## src/rtl/drd_responder.sv

```systemverilog
module drd_responder #(
  parameter int AW = 32,
  parameter int DW = 32,
  parameter int PAGE_BITS = 12
) (
  input  logic          clk,
  input  logic          rst_n,
  input  logic          ent_load,
  input  logic [AW-1:0] ent_addr,
  input  logic [3:0]    ent_cmd,
  input  logic          ent_pref,
  input  logic          far_done,
  input  logic          order_ok,
  input  logic          alias_en,
  input  logic          req_valid,
  input  logic [AW-1:0] req_addr,
  input  logic [3:0]    req_cmd,
  input  logic          ini_rdy,
  input  logic          ini_end,
  input  logic [DW-1:0] fifo_data,
  input  logic          fifo_empty,
  input  logic          fifo_one,
  input  logic          fifo_full,
  output logic          fifo_pop,
  output logic          fifo_flush,
  output logic [DW-1:0] tgt_data,
  output logic          tgt_rdy,
  output logic          tgt_disc,
  output logic          tgt_retry,
  output logic          tgt_sel,
  output logic          entry_busy,
  output logic          entry_done
);
  localparam logic [3:0] CMD_RD   = 4'h6;
  localparam logic [3:0] CMD_LINE = 4'hE;
  localparam logic [3:0] CMD_MULT = 4'hC;
  localparam logic [AW-1:0] STEP  = AW'(4);

  function automatic logic [3:0] norm(input logic [3:0] c, input logic al);
    return (al && (c == CMD_LINE || c == CMD_MULT)) ? CMD_RD : c;
  endfunction

  logic          held, serving, full_seen, retry_q, done_q, pref_q;
  logic [AW-1:0] cur_addr;
  logic [3:0]    cmd_q;

  logic match, serve_ok, xfer, flow, page_end, last_fin, stall, bnd, term, release_e;

  assign match    = held && !serving && req_addr == cur_addr &&
                    norm(req_cmd, alias_en) == norm(cmd_q, alias_en);
  assign serve_ok = match && order_ok && !fifo_empty && (far_done || pref_q);
  assign xfer     = serving && ini_rdy && !ini_end && !fifo_empty;
  assign flow     = !far_done && !full_seen;
  assign page_end = &cur_addr[PAGE_BITS-1:2];
  assign last_fin = xfer && fifo_one && !flow;
  assign stall    = xfer && fifo_one && flow && !page_end;
  assign bnd      = xfer && page_end && !last_fin;
  assign term     = serving && ini_end;
  assign release_e = last_fin || bnd || term;

  assign fifo_pop   = xfer;
  assign fifo_flush = bnd || term;
  assign tgt_rdy    = xfer;
  assign tgt_data   = xfer ? fifo_data : '0;
  assign tgt_disc   = last_fin || stall || bnd;
  assign tgt_retry  = retry_q;
  assign tgt_sel    = serving;
  assign entry_busy = held;
  assign entry_done = done_q;

  always_ff @(posedge clk) begin
    if (!rst_n) begin
      held      <= 1'b0;
      serving   <= 1'b0;
      full_seen <= 1'b0;
      retry_q   <= 1'b0;
      done_q    <= 1'b0;
      pref_q    <= 1'b0;
      cur_addr  <= '0;
      cmd_q     <= '0;
    end else begin
      retry_q <= req_valid && !serving && !serve_ok;
      done_q  <= release_e;
      if (ent_load && !held) begin
        held     <= 1'b1;
        cur_addr <= ent_addr;
        cmd_q    <= ent_cmd;
        pref_q   <= ent_pref;
      end
      if (req_valid && serve_ok) begin
        serving   <= 1'b1;
        full_seen <= 1'b0;
      end
      if (serving && fifo_full && !far_done) full_seen <= 1'b1;
      if (xfer) cur_addr <= cur_addr + STEP;
      if (stall) serving <= 1'b0;
      if (release_e) begin
        held    <= 1'b0;
        serving <= 1'b0;
      end
    end
  end
endmodule


```

## config.mk

```make
export PLATFORM = sky130hd
export DESIGN_NAME = drd_responder
export DESIGN_NICKNAME = d
export VERILOG_FILES = /design/src/rtl/drd_responder.sv
export SDC_FILE = /design/constraint.sdc
export NUM_CORES = 1
export LEC_CHECK = 0
export BUFFER_PORTS_ARGS = -buffer_cell sky130_fd_sc_hd__buf_4
export CELL_PAD_IN_SITES_DETAIL_PLACEMENT = 0
export CELL_PAD_IN_SITES_GLOBAL_PLACEMENT = 1
export CORE_MARGIN = 5
export CORE_UTILIZATION = 33
export CTS_CLUSTER_SIZE = 8
export DETAILED_ROUTE_END_ITERATION = 8
export GPL_TIMING_DRIVEN = 0
export MAX_ROUTING_LAYER = met4
export PLACE_DENSITY = 0.95
export SYNTH_ARGS = -nofsm -noshare
export SYNTH_HDL_FRONTEND = slang
export SYNTH_SLANG_ARGS = --single-unit
```

## constraint.sdc

```tcl
create_clock -name clk -period 3.15 [get_ports clk]
set_input_delay 0.315 -clock clk [delete_from_list [all_inputs] [get_ports clk]]
set_output_delay 0.315 -clock clk [all_outputs]
set_load 0.01 [all_outputs]
```

==> flow_summary_export.csv <==
group,metric,value,unit
yosys,synth_top_area_share,29.1,%
power_and_ir_drop,p_per_area,289,nW/um^2
placed_design,portBuffers,156,
flow_run,cap_violations,0,
worst_hold_path,min_to,"entry_busy",
placed_design,place.detailed.hpwl,9390,um
yosys,yosysSeqAreaShare,29.1,%
yosys,syn_inst,386,
yosys,ys_ff_latch,42,
setup_path,r2r_end,"cur_addr[12]",
clocking,clk_latency,300,ps
cells_and_area,fin_cells,657,
timing,hold_violations,0,
die,dieWidth,104,um
power_and_ir_drop,leakage,1.87,nW
yosys,synth.area.top_cells,"dfxtp_1 29%, and2_1 8.2%, xnor2_1 6.4%",
die,initial_core_util,33.5,%
yosys,syn_area,2890,um^2
setup_path,cpMaxStageDelayCell,"dfxtp_1",
yosys,ys_warn_count,0,
global_routing,antenna_found_initial,0,
yosys,synth.most_common_cell,"dfxtp_1",
clocking,htree_levels,2,
die,coreArea,8640,um^2
yosys,synth_edf_count,0,
detailed_routing,wl_per_cell,17.6,um
cells_and_area,nets,667,
yosys,synth_top_area_cell,"dfxtp_1",
setup_path,reg2reg_depth,8,
yosys,async_flop_share,0,%
yosys,ys_top_cells_by_count,"42 x dfxtp_1, 41 x nand2_1, 38 x and2_1, 33 x nor2_1",
die,dieHeight,104,um
setup_path,r2r_start,"cur_addr[2]",
clocking,cts_resized,0,
cells_and_area,antennaDiodeCount,0,
setup_path,critical_path_required,2830,ps
die,die_area,10700,um^2
cells_and_area,final_util,49.5,%
cells_and_area,multiInputGateArea,1890,um^2
detailed_routing,drt_wl_total,11600,um
cells_and_area,final_layout_size_suffix_gt1_share,32.1,%
cells_and_area,regArea,841,um^2
clocking,clock-sinks,42,
setup_path,reg2reg_setup_slack,800,ps
cells_and_area,areaGrowthSynthToFinish,47.8,%
detailed_routing,viasPerCell,5.25,
setup_path,crit_type,"flip-flop to output pin",
clocking,cts_tree,"built",
timing,timing.final.crit_share,85.9,%
global_routing,grt_pass1_vias,3509,
detailed_routing,ant_nets,0,
clocking,hold_buffers,0,
yosys,synth.distinct_cells,57,
placed_design,gp_congestion,0.958,
clocking,cts_buffers,5,
power_and_ir_drop,ir_worst_vdd,0.000143,V
detailed_routing,drc_errors,0,
timing,worst_pin_slew,671,ps
setup_path,max_stage_delay,490,ps
timing,finalSetupViolations,0,
timing,drv_slew,0,
timing,setup-tns-final,0,ps
clocking,cts_setup_buffers,0,
global_routing,grt_max_degree,12,
clocking,ctsRootBufferMaster,"clkbuf_8",
timing,hold_ws,228,ps
setup_path,critPathMaxFanout,8,
timing,rsz0062_at_grt,"no",
die,rows,34,
die,io_pins,157,
timing,slew_headroom,55.2,%
clocking,clk_pin_slew,80,ps
global_routing,grt_pass1_wl,17900,um
timing,skew,9.76,ps
setup_path,worstPathArrival,2390,ps
global_routing,gr-usage-all-layers,21.1,%
yosys,synth.avg_cell_area,7.50,um^2
detailed_routing,via_count,3447,
worst_hold_path,hp-class,"primary input to flip-flop",
setup_path,cp-start-kind,"flip-flop",
placed_design,dp_cells,650,
cells_and_area,nFillCells,869,
timing,fin_crit,2710,ps
status,status,"finished clean",
yosys,synth_fp_nets,504,
setup_path,cp-end-kind,"output pin",
worst_hold_path,worstHoldPathCells,2,
clocking,clock_path_buffers,2,
setup_path,path_cells,"ha_1 -> and2_1 -> nand3_1 -> or3_1 -> clkbuf_1 -> a21boi_0 -> buf_4",
yosys,synth_top_flop_cell,"dfxtp_1",
detailed_routing,drt_first_pass_iters,6,
detailed_routing,drtIter0Drc,212,
global_routing,grt.overflow.total,0,
worst_hold_path,hold_path.startpoint,"ent_load",
timing,max_freq,369,MHz
state kept, by name, summed over array words and instances (netlist names):
| name | cells |
|---|---|
| pref_q | 1 |
| full_seen | 1 |
| cur_addr | 32 |
| cmd_q | 4 |
| entry_done | 1 |
| entry_busy | 1 |
| tgt_retry | 1 |
| tgt_sel | 1 |
cells in the final DEF (no fill, tap or decap), types with 2 or more instances in the layout:
cell | netlist | final
nor2b_1 | 10 | 10
buf_4 | 3 | 159
o21ai_0 | 21 | 21
xor2_1 | 2 | 2
o211ai_1 | 2 | 2
and3_1 | 8 | 8
clkbuf_1 | 15 | 17
nor4_4 | 2 | 2
inv_1 | 15 | 15
nand4_1 | 12 | 12
o221ai_1 | 2 | 2
a221oi_1 | 3 | 3
nand3_1 | 14 | 14
dfxtp_1 | 42 | 42
o22ai_1 | 6 | 6
xnor2_1 | 21 | 21
buf_2 | 5 | 5
nand2_1 | 41 | 41
o21a_1 | 5 | 5
nor2_1 | 33 | 33
and2_1 | 38 | 38
nor3_1 | 7 | 7
a31oi_1 | 8 | 8
a211oi_1 | 15 | 15
a21oi_1 | 14 | 14
nor4_1 | 2 | 2
a2111o_1 | 2 | 2
clkbuf_8 | 0 | 5
a311oi_1 | 6 | 6
and4_1 | 2 | 2
a32o_1 | 2 | 2
a2111oi_0 | 2 | 2
through the flow:
stage          power, mW  worst slack (ps)  instance area (um^2)
3_5_place_dp       0.912               806                  4200
5_1_grt             1.30               304                  4280
4_1_cts             1.24               465                  4280
2_1_floorplan      0.737              1160                  2890
3_3_place_gp       0.908               801                  4200
6_report            1.24               443                  4280
worst max-delay path by stage:
stage	start	end	slack (ps)	cells past startpoint
2_1_floorplan	cur_addr[2]	fifo_flush	1160	6
6_report	cur_addr[2]	fifo_flush	440	7
3_5_place_dp	cur_addr[2]	fifo_flush	810	7
4_1_cts	cur_addr[2]	fifo_flush	460	7
5_1_grt	cur_addr[2]	fifo_flush	300	7
3_3_place_gp	cur_addr[2]	fifo_flush	800	7
routing by layer:
| metal | track usage (%) | part of all wire, % | up-vias |
|---|---|---|---|
| met4 | 6.37 | 2.1 | 0 |
| met1 | 25.8 | 43 | 1570 |
| met5 | - | 0 | - |
| met2 | 34.8 | 47 | 153 |
| li1 | - | - | 1710 |
| met3 | 4.35 | 7.2 | 14 |
where the power goes:
| part | switching [mW] | leakage (nW) | total (mW) | internal (mW) |
|---|---|---|---|---|
| registers | 0.0409 | 0.346 | 0.604 | 0.563 |
| clock network | 0.181 | 0.0383 | 0.334 | 0.153 |
| logic | 0.130 | 1.49 | 0.298 | 0.168 |
kinds of logic (layout without fill, tap and decap cells):
family                   Yosys count  after routing  share of synthesized area (%)
adder cells (fa/ha/maj)            1              1                          0.432
flip-flops                        42             42                           29.1
buffers and inverters             39            202                           5.66
multiplexers                       1              1                          0.346
AO/OA/AOI/OAI                    100            100                           23.7
XOR/XNOR                          23             23                           6.96
AND/OR/NAND/NOR                  180            180                           33.9
worst max-delay path, delay by kind of cell, from the launching register on:
kind	cells	cell delay (ps)
flip-flops	1	490
buffers and inverters	2	340
AND/OR/NAND/NOR	3	820
AO/OA/AOI/OAI	1	210
adder cells (fa/ha/maj)	1	240
area by class of cell:
| type | instances | share of cell area (%) |
|---|---|---|
| inverters | 15 | 1.32 |
| plain buffers | 24 | 2.52 |
| well taps | 108 | 3.16 |
| repair buffers | 156 | 27.4 |
| multi-input cells | 305 | 44.2 |
| clock buffers | 7 | 1.78 |
| flip-flops and latches | 42 | 19.7 |
Power figures use the tool's default switching activity.
